[src/rtl/cbf_pkg.sv]
package cbf_pkg;
   // Update applied to one tag-only table entry.
   typedef enum logic [2:0] {
      TBL_NOP,
      TBL_FILL_CLEAN,   // install tag, not dirty
      TBL_FILL_DIRTY,   // install tag, dirty
      TBL_DROP,         // invalidate if tag matches
      TBL_CLEAN,        // clear dirty if tag matches
      TBL_SHARE         // install clean only if tag misses
   } tbl_op_e;
endpackage

[src/rtl/cbf_home_decode.sv]
module cbf_home_decode #(
   parameter int CW         = 2,
   parameter int CLUSTER_ID = 1
) (
   input  logic [CW-1:0] home_bits,
   output logic          is_local
);
   localparam logic [CW-1:0] MY_ID = CW'(CLUSTER_ID);
   assign is_local = (home_bits == MY_ID);
endmodule

[src/rtl/cbf_tag_table.sv]
module cbf_tag_table
   import cbf_pkg::*;
#(
   parameter int IDX_W = 2,
   parameter int TAG_W = 8
) (
   input  logic             clk,
   input  logic             rst_n,
   input  logic [IDX_W-1:0] qa_idx,
   input  logic [TAG_W-1:0] qa_tag,
   output logic             qa_hit,
   output logic             qa_dirty,
   input  logic [IDX_W-1:0] qb_idx,
   input  logic [TAG_W-1:0] qb_tag,
   output logic             qb_hit,
   output logic             qb_dirty,
   input  logic             upd_en,
   input  tbl_op_e          upd_op,
   input  logic [IDX_W-1:0] upd_idx,
   input  logic [TAG_W-1:0] upd_tag
);
   localparam int DEPTH = 1 << IDX_W;

   logic [DEPTH-1:0]            ent_v;
   logic [DEPTH-1:0]            ent_d;
   logic [DEPTH-1:0][TAG_W-1:0] ent_tag;

   for (genvar e = 0; e < DEPTH; e++) begin : g_ent
      logic             v_q;
      logic             d_q;
      logic [TAG_W-1:0] t_q;
      logic             sel;
      logic             match;

      assign sel   = upd_en && (upd_idx == IDX_W'(e));
      assign match = v_q && (t_q == upd_tag);

      always_ff @(posedge clk or negedge rst_n) begin
         if (!rst_n) begin
            v_q <= 1'b0;
            d_q <= 1'b0;
            t_q <= '0;
         end else if (sel) begin
            case (upd_op)
               TBL_FILL_CLEAN: begin v_q <= 1'b1; d_q <= 1'b0; t_q <= upd_tag; end
               TBL_FILL_DIRTY: begin v_q <= 1'b1; d_q <= 1'b1; t_q <= upd_tag; end
               TBL_DROP:       if (match) begin v_q <= 1'b0; d_q <= 1'b0; end
               TBL_CLEAN:      if (match) d_q <= 1'b0;
               TBL_SHARE:      if (!match) begin v_q <= 1'b1; d_q <= 1'b0; t_q <= upd_tag; end
               default: ;
            endcase
         end
      end

      assign ent_v[e]   = v_q;
      assign ent_d[e]   = d_q;
      assign ent_tag[e] = t_q;
   end

   assign qa_hit   = ent_v[qa_idx] && (ent_tag[qa_idx] == qa_tag);
   assign qa_dirty = qa_hit && ent_d[qa_idx];
   assign qb_hit   = ent_v[qb_idx] && (ent_tag[qb_idx] == qb_tag);
   assign qb_dirty = qb_hit && ent_d[qb_idx];
endmodule

[src/rtl/cbf_fwd_slot.sv]
module cbf_fwd_slot
   import cbf_pkg::*;
#(
   parameter int AW = 12
) (
   input  logic          clk,
   input  logic          rst_n,
   input  logic          load,
   input  logic          load_up,
   input  logic          load_write,
   input  logic [AW-1:0] load_addr,
   input  logic          load_sel_lht,
   input  tbl_op_e       load_op,
   input  logic          up_ready,
   input  logic          dn_ready,
   output logic          up_valid,
   output logic          dn_valid,
   output logic          fwd_write,
   output logic [AW-1:0] fwd_addr,
   output logic          full,
   output logic          done,
   output logic          done_sel_lht,
   output tbl_op_e       done_op
);
   logic          full_q, up_q, wr_q, lht_q;
   logic [AW-1:0] addr_q;
   tbl_op_e       op_q;

   assign done = full_q && (up_q ? up_ready : dn_ready);

   always_ff @(posedge clk or negedge rst_n) begin
      if (!rst_n) begin
         full_q <= 1'b0;
         up_q   <= 1'b0;
         wr_q   <= 1'b0;
         lht_q  <= 1'b0;
         addr_q <= '0;
         op_q   <= TBL_NOP;
      end else begin
         if (done) full_q <= 1'b0;
         if (load) begin
            full_q <= 1'b1;
            up_q   <= load_up;
            wr_q   <= load_write;
            lht_q  <= load_sel_lht;
            addr_q <= load_addr;
            op_q   <= load_op;
         end
      end
   end

   assign up_valid     = full_q && up_q;
   assign dn_valid     = full_q && !up_q;
   assign fwd_write    = wr_q;
   assign fwd_addr     = addr_q;
   assign full         = full_q;
   assign done_sel_lht = lht_q;
   assign done_op      = op_q;
endmodule

[src/rtl/cbf_bridge_filter.sv]
module cbf_bridge_filter
   import cbf_pkg::*;
#(
   parameter int AW           = 12,
   parameter int CW           = 2,
   parameter int CLUSTER_ID   = 1,
   parameter int IDX_W        = 2,
   parameter int OFF_W        = 2,
   parameter bit GLOBAL_FIRST = 1'b1
) (
   input  logic          clk,
   input  logic          rst_n,
   input  logic          lb_valid,
   input  logic          lb_write,
   input  logic [AW-1:0] lb_addr,
   output logic          lb_busy,
   input  logic          gb_valid,
   input  logic          gb_write,
   input  logic [AW-1:0] gb_addr,
   output logic          gb_busy,
   output logic          up_valid,
   output logic          up_write,
   output logic [AW-1:0] up_addr,
   input  logic          up_ready,
   output logic          dn_valid,
   output logic          dn_write,
   output logic [AW-1:0] dn_addr,
   input  logic          dn_ready
);
   localparam int TAG_W = AW - IDX_W - OFF_W;

   if (CW + IDX_W + OFF_W > AW) begin : g_bad_width
      $error("cbf_bridge_filter: home, index and offset fields exceed the address");
   end
   if (CLUSTER_ID >= (1 << CW) || CLUSTER_ID < 0) begin : g_bad_id
      $error("cbf_bridge_filter: CLUSTER_ID does not fit in CW bits");
   end

   // address fields
   logic [IDX_W-1:0] lb_idx, gb_idx, dn_idx_u;
   logic [TAG_W-1:0] lb_tag, gb_tag, dn_tag_u;
   assign lb_idx = lb_addr[OFF_W +: IDX_W];
   assign lb_tag = lb_addr[AW-1 -: TAG_W];
   assign gb_idx = gb_addr[OFF_W +: IDX_W];
   assign gb_tag = gb_addr[AW-1 -: TAG_W];

   // home decode
   logic lb_loc, gb_loc;
   cbf_home_decode #(.CW(CW), .CLUSTER_ID(CLUSTER_ID)) u_lb_home (
      .home_bits(lb_addr[AW-1 -: CW]), .is_local(lb_loc));
   cbf_home_decode #(.CW(CW), .CLUSTER_ID(CLUSTER_ID)) u_gb_home (
      .home_bits(gb_addr[AW-1 -: CW]), .is_local(gb_loc));

   // tables: port a looks up the local bus, port b the global bus
   logic    rht_a_hit, rht_a_dirty, rht_b_hit, rht_b_dirty;
   logic    lht_a_hit, lht_a_dirty, lht_b_hit, lht_b_dirty;
   logic    rht_en, lht_en;
   tbl_op_e rht_op, lht_op;
   logic [IDX_W-1:0] rht_uidx, lht_uidx;
   logic [TAG_W-1:0] rht_utag, lht_utag;

   cbf_tag_table #(.IDX_W(IDX_W), .TAG_W(TAG_W)) u_inside_tbl (
      .clk(clk), .rst_n(rst_n),
      .qa_idx(lb_idx), .qa_tag(lb_tag), .qa_hit(rht_a_hit), .qa_dirty(rht_a_dirty),
      .qb_idx(gb_idx), .qb_tag(gb_tag), .qb_hit(rht_b_hit), .qb_dirty(rht_b_dirty),
      .upd_en(rht_en), .upd_op(rht_op), .upd_idx(rht_uidx), .upd_tag(rht_utag));

   cbf_tag_table #(.IDX_W(IDX_W), .TAG_W(TAG_W)) u_outside_tbl (
      .clk(clk), .rst_n(rst_n),
      .qa_idx(lb_idx), .qa_tag(lb_tag), .qa_hit(lht_a_hit), .qa_dirty(lht_a_dirty),
      .qb_idx(gb_idx), .qb_tag(gb_tag), .qb_hit(lht_b_hit), .qb_dirty(lht_b_dirty),
      .upd_en(lht_en), .upd_op(lht_op), .upd_idx(lht_uidx), .upd_tag(lht_utag));

   // forwarding policy
   logic lb_fwd, gb_fwd;
   always_comb begin
      if (lb_write) lb_fwd = !lb_loc || lht_a_hit;
      else if (lb_loc) lb_fwd = lht_a_dirty;
      else lb_fwd = !rht_a_hit;
   end
   assign gb_fwd = gb_write && (gb_loc || rht_b_dirty);

   // completion updates recorded with the forward
   tbl_op_e lb_op, gb_op;
   always_comb begin
      if (lb_write) lb_op = lb_loc ? TBL_DROP  : TBL_FILL_DIRTY;
      else          lb_op = lb_loc ? TBL_CLEAN : TBL_FILL_CLEAN;
   end
   assign gb_op = gb_loc ? TBL_FILL_DIRTY : TBL_DROP;

   // arbitration
   logic slot_full, lb_block, gb_block, lb_take, gb_take;
   if (GLOBAL_FIRST) begin : g_prio_global
      assign gb_block = 1'b0;
      assign lb_block = gb_valid && gb_fwd;
   end else begin : g_prio_local
      assign lb_block = 1'b0;
      assign gb_block = lb_valid && lb_fwd;
   end
   assign lb_busy = slot_full || lb_block;
   assign gb_busy = slot_full || gb_block;
   assign lb_take = lb_valid && !lb_busy;
   assign gb_take = gb_valid && !gb_busy;

   logic load_gb, load_lb;
   assign load_gb = gb_take && gb_fwd;
   assign load_lb = lb_take && lb_fwd;

   logic          slot_done, done_lht, fwd_write;
   logic [AW-1:0] fwd_addr;
   tbl_op_e       done_op;

   cbf_fwd_slot #(.AW(AW)) u_slot (
      .clk(clk), .rst_n(rst_n),
      .load(load_gb || load_lb),
      .load_up(!load_gb),
      .load_write(load_gb ? gb_write : lb_write),
      .load_addr(load_gb ? gb_addr : lb_addr),
      .load_sel_lht(load_gb ? gb_loc : lb_loc),
      .load_op(load_gb ? gb_op : lb_op),
      .up_ready(up_ready), .dn_ready(dn_ready),
      .up_valid(up_valid), .dn_valid(dn_valid),
      .fwd_write(fwd_write), .fwd_addr(fwd_addr),
      .full(slot_full), .done(slot_done),
      .done_sel_lht(done_lht), .done_op(done_op));

   assign up_write = fwd_write;
   assign up_addr  = fwd_addr;
   assign dn_write = fwd_write;
   assign dn_addr  = fwd_addr;

   // immediate updates from global transactions that stay on their bus
   logic gb_keep, rht_imm, lht_imm;
   assign gb_keep = gb_take && !gb_fwd;
   assign rht_imm = gb_keep && gb_write && !gb_loc;
   assign lht_imm = gb_keep && !gb_write && gb_loc;

   assign dn_idx_u = fwd_addr[OFF_W +: IDX_W];
   assign dn_tag_u = fwd_addr[AW-1 -: TAG_W];

   assign rht_en   = (slot_done && !done_lht) || rht_imm;
   assign rht_op   = slot_done ? done_op : TBL_DROP;
   assign rht_uidx = slot_done ? dn_idx_u : gb_idx;
   assign rht_utag = slot_done ? dn_tag_u : gb_tag;

   assign lht_en   = (slot_done && done_lht) || lht_imm;
   assign lht_op   = slot_done ? done_op : TBL_SHARE;
   assign lht_uidx = slot_done ? dn_idx_u : gb_idx;
   assign lht_utag = slot_done ? dn_tag_u : gb_tag;
endmodule

[config.mk]
export PLATFORM = sky130hd
export DESIGN_NAME = cbf_bridge_filter
export DESIGN_NICKNAME = d
export VERILOG_FILES = /design/src/rtl/cbf_pkg.sv /design/src/rtl/cbf_home_decode.sv /design/src/rtl/cbf_tag_table.sv /design/src/rtl/cbf_fwd_slot.sv /design/src/rtl/cbf_bridge_filter.sv
export SDC_FILE = /design/constraint.sdc
export NUM_CORES = 1
export LEC_CHECK = 0
export BUFFER_PORTS_ARGS = -buffer_cell sky130_fd_sc_hd__buf_2
export CORE_UTILIZATION = 45
export DETAILED_ROUTE_END_ITERATION = 10
export PLACE_DENSITY_LB_ADDON = 0.05
export SLEW_MARGIN = 10
export SYNTH_ARGS = -nofsm -noshare
export SYNTH_HDL_FRONTEND = slang
export SYNTH_HIERARCHICAL = 1
export SYNTH_SLANG_ARGS = --single-unit
[constraint.sdc]
create_clock -name clk -period 8 [get_ports clk]
set_input_delay 0.8 -clock clk [delete_from_list [all_inputs] [get_ports clk]]
set_output_delay 0.8 -clock clk [all_outputs]
set_load 0.02 [all_outputs]
==> flow_metrics.py <==
metrics = {
    "power": {
        "power_leakage_nw": 3.14,
        "vdd_drop_max_uv": 165,
        "power_density_mw_per_mm2": 320,
    },
    "cts": {
        "post_cts_buffers": 0,
        "cts_tree": "done",
        "holdBufCountCts": 0,
        "cts_buffer_depth": 2,
        "cts_resized": 0,
        "cts_inserted_buffers": 9,
        "clk_pin_slew_ns": 0.07,
        "htree_levels": 3,
        "cts.sinks": 99,
        "clock-root-buffer": "clkbuf_16",
        "worstSkewPairLatency_ns": 0.35,
    },
    "global_route": {
        "grt-ovfl-total": 0,
        "grt_pass1_wl_mm": 28.2,
        "first_global_vias": 4740,
        "antenna_found_initial": 0,
        "grt_max_degree": 80,
        "grt_use_total": 0.231,
    },
    "route": {
        "wire_per_inst_microns": 20.9,
        "wl_mm": 17.3,
        "vias": 4698,
        "vias_per_cell": 5.69,
        "ant_nets": 0,
        "initialDrtViolationCount": 326,
        "dr.pass1.iters": 4,
        "drc": 0,
    },
    "flow_run": {
        "cap_viol_max_count": 0,
    },
    "placed_design": {
        "io_buffers": 61,
        "dp_hpwl_mm": 12.9,
        "routabilityCongestion": 0.809,
    },
    "setup_path": {
        "cp_data_required_time_ns": 8.24,
        "crit_type": "in -> reg",
        "cp.arrival_ns": 4.01,
        "cp-end-kind": "register",
        "crit_path_max_fanout": 20,
        "crit_path_start_kind": "primary input",
    },
    "timing": {
        "min_period_ns": 3.78,
        "hold_violations": 0,
        "tightest_slew_ns": 1.21,
        "fin_crit_sh": 0.472,
        "fmax_mhz": 265,
        "fin_setup_tns_ns": 0,
        "max_slew_margin": 0.192,
        "final_max_slew_viol_count": 0,
        "final-setup-viol-count": 0,
        "finClkSkew_ns": 0.00485,
        "rsz0062_at_grt": "no",
    },
    "floorplan": {
        "die_w_microns": 126,
        "die_area_sq_mm": 0.0160,
        "die_y_microns": 126,
        "floorplan.initialDensity": 0.460,
        "core_area_sq_mm": 0.0151,
        "num_rows": 45,
        "boundaryPins": 62,
    },
    "cells_and_area": {
        "fillers": 1372,
        "utilization": 0.495,
        "multi_input_area_sq_mm": 0.00409,
        "layout-drive-gt1-share": 0.375,
        "final_nets": 665,
        "seq_area_sq_mm": 0.00248,
        "area_growth_pct": 7.63,
        "antenna_cells": 0,
    },
    "yosys": {
        "synth_warnings": 6,
        "netlist_area_sq_mm": 0.00697,
        "syn-num-nets": 641,
        "syn-instance-count": 608,
        "avgSynthCellArea_sq_um": 11.5,
    },
    "outcome": {
        "outcome": "finished, final reports clean",
    },
    "worst_hold_path": {
        "hp-class": "in -> async",
    },
}
## metal layers
metal,vias to the layer above,global-route usage,part of all wire
met5,-,0,0
met4,0,0.0680,0.011
met3,12,0.0291,0.040
met2,112,0.346,0.44
met1,2361,0.348,0.51
li1,2213,-,-
## where the power goes
group          total, W  switching (W)  internal [W]
logic           0.00100       0.000504      0.000500
registers      0.000912       0.000218      0.000693
clock network  0.000486       0.000202      0.000284
## placed cells by master, fill, tap and decap left out, types with 3 or more instances in the layout
master and count:
dfrtp_1 99, mux2_2 90, buf_2 60, xnor2_1 54, xor2_1 49, nand2_1 33
mux2i_1 18, mux4_2 17, o21ai_0 15, nor3_1 14, mux2_4 13, a21oi_1 13
inv_1 12, nand2b_1 9, clkbuf_16 9, nand4_1 8, nand3_1 8, o31ai_1 8
o211ai_1 7, nor2_1 7, nor4_1 6, a21oi_4 6, a31oi_1 5, nor2_4 4
o21ai_4 4, or2_2 4, and2_1 3, nor2b_1 3, buf_4 3, nor3b_1 3
## critical path, stage by stage
cell and delay (ns):
buf_2 0.47, mux4_2 0.59, xnor2_1 0.16, o211ai_1 0.13, nor2_1 0.12, and4bb_2 0.21
nand2b_1 0.10, a21oi_1 0.07, o21ai_2 0.92, mux2_2 0.42
## worst paths after layout
check                      slack [ns]                           end  cells after the start               from
max                              4.22           u_slot/done_sel_lht                     10         lb_addr[2]
min                              0.33     u_inside_tbl/g_ent[1].v_q                      1              rst_n
max reg2reg                      4.64  u_inside_tbl/g_ent[0].t_q[7]                      9        u_slot/up_q
min reg2reg                      0.51             u_slot/done_op[0]                      1  u_slot/done_op[0]
max in group asynchronous        6.33            u_slot/fwd_addr[8]                      2              rst_n
min in group clk                 0.51             u_slot/done_op[0]                      1  u_slot/done_op[0]
## sequential cells by signal, indices dropped and copies added (netlist names)
name / cells
u_inside_tbl/g_ent.t_q: 32
u_outside_tbl/g_ent.v_q: 4
u_slot/up_q: 1
u_slot/full: 1
u_outside_tbl/g_ent.d_q: 4
u_slot/done_op: 3
u_slot/fwd_addr: 12
u_inside_tbl/g_ent.v_q: 4
u_slot/done_sel_lht: 1
u_slot/fwd_write: 1
u_outside_tbl/g_ent.t_q: 32
u_inside_tbl/g_ent.d_q: 4
## cell type report
type / count / share of cell area
Inverter: 13 / 0.00717
Tap cell: 188 / 0.0314
Clock inverter: 6 / 0.0117
Timing Repair Buffer: 63 / 0.0430
Sequential cell: 99 / 0.330
Clock buffer: 10 / 0.0319
Multi-Input combinational cell: 446 / 0.545
## through the flow
stage / instances / power [W] / worst slack, ns / hold slack (ns) / area (sq um)
after floorplan: 608 / 0.00169 / 4.39 / 0.473 / 6970
after global placement: 809 / 0.00191 / 3.85 / 0.490 / 7170
after detailed placement: 809 / 0.00192 / 3.84 / 0.490 / 7170
after CTS: 825 / 0.00242 / 4.20 / 0.333 / 7500
after global routing: 825 / 0.00256 / 4.00 / 0.341 / 7500
final: 825 / 0.00240 / 4.22 / 0.326 / 7500
No activity file was read; power rests on OpenSTA's default activity.
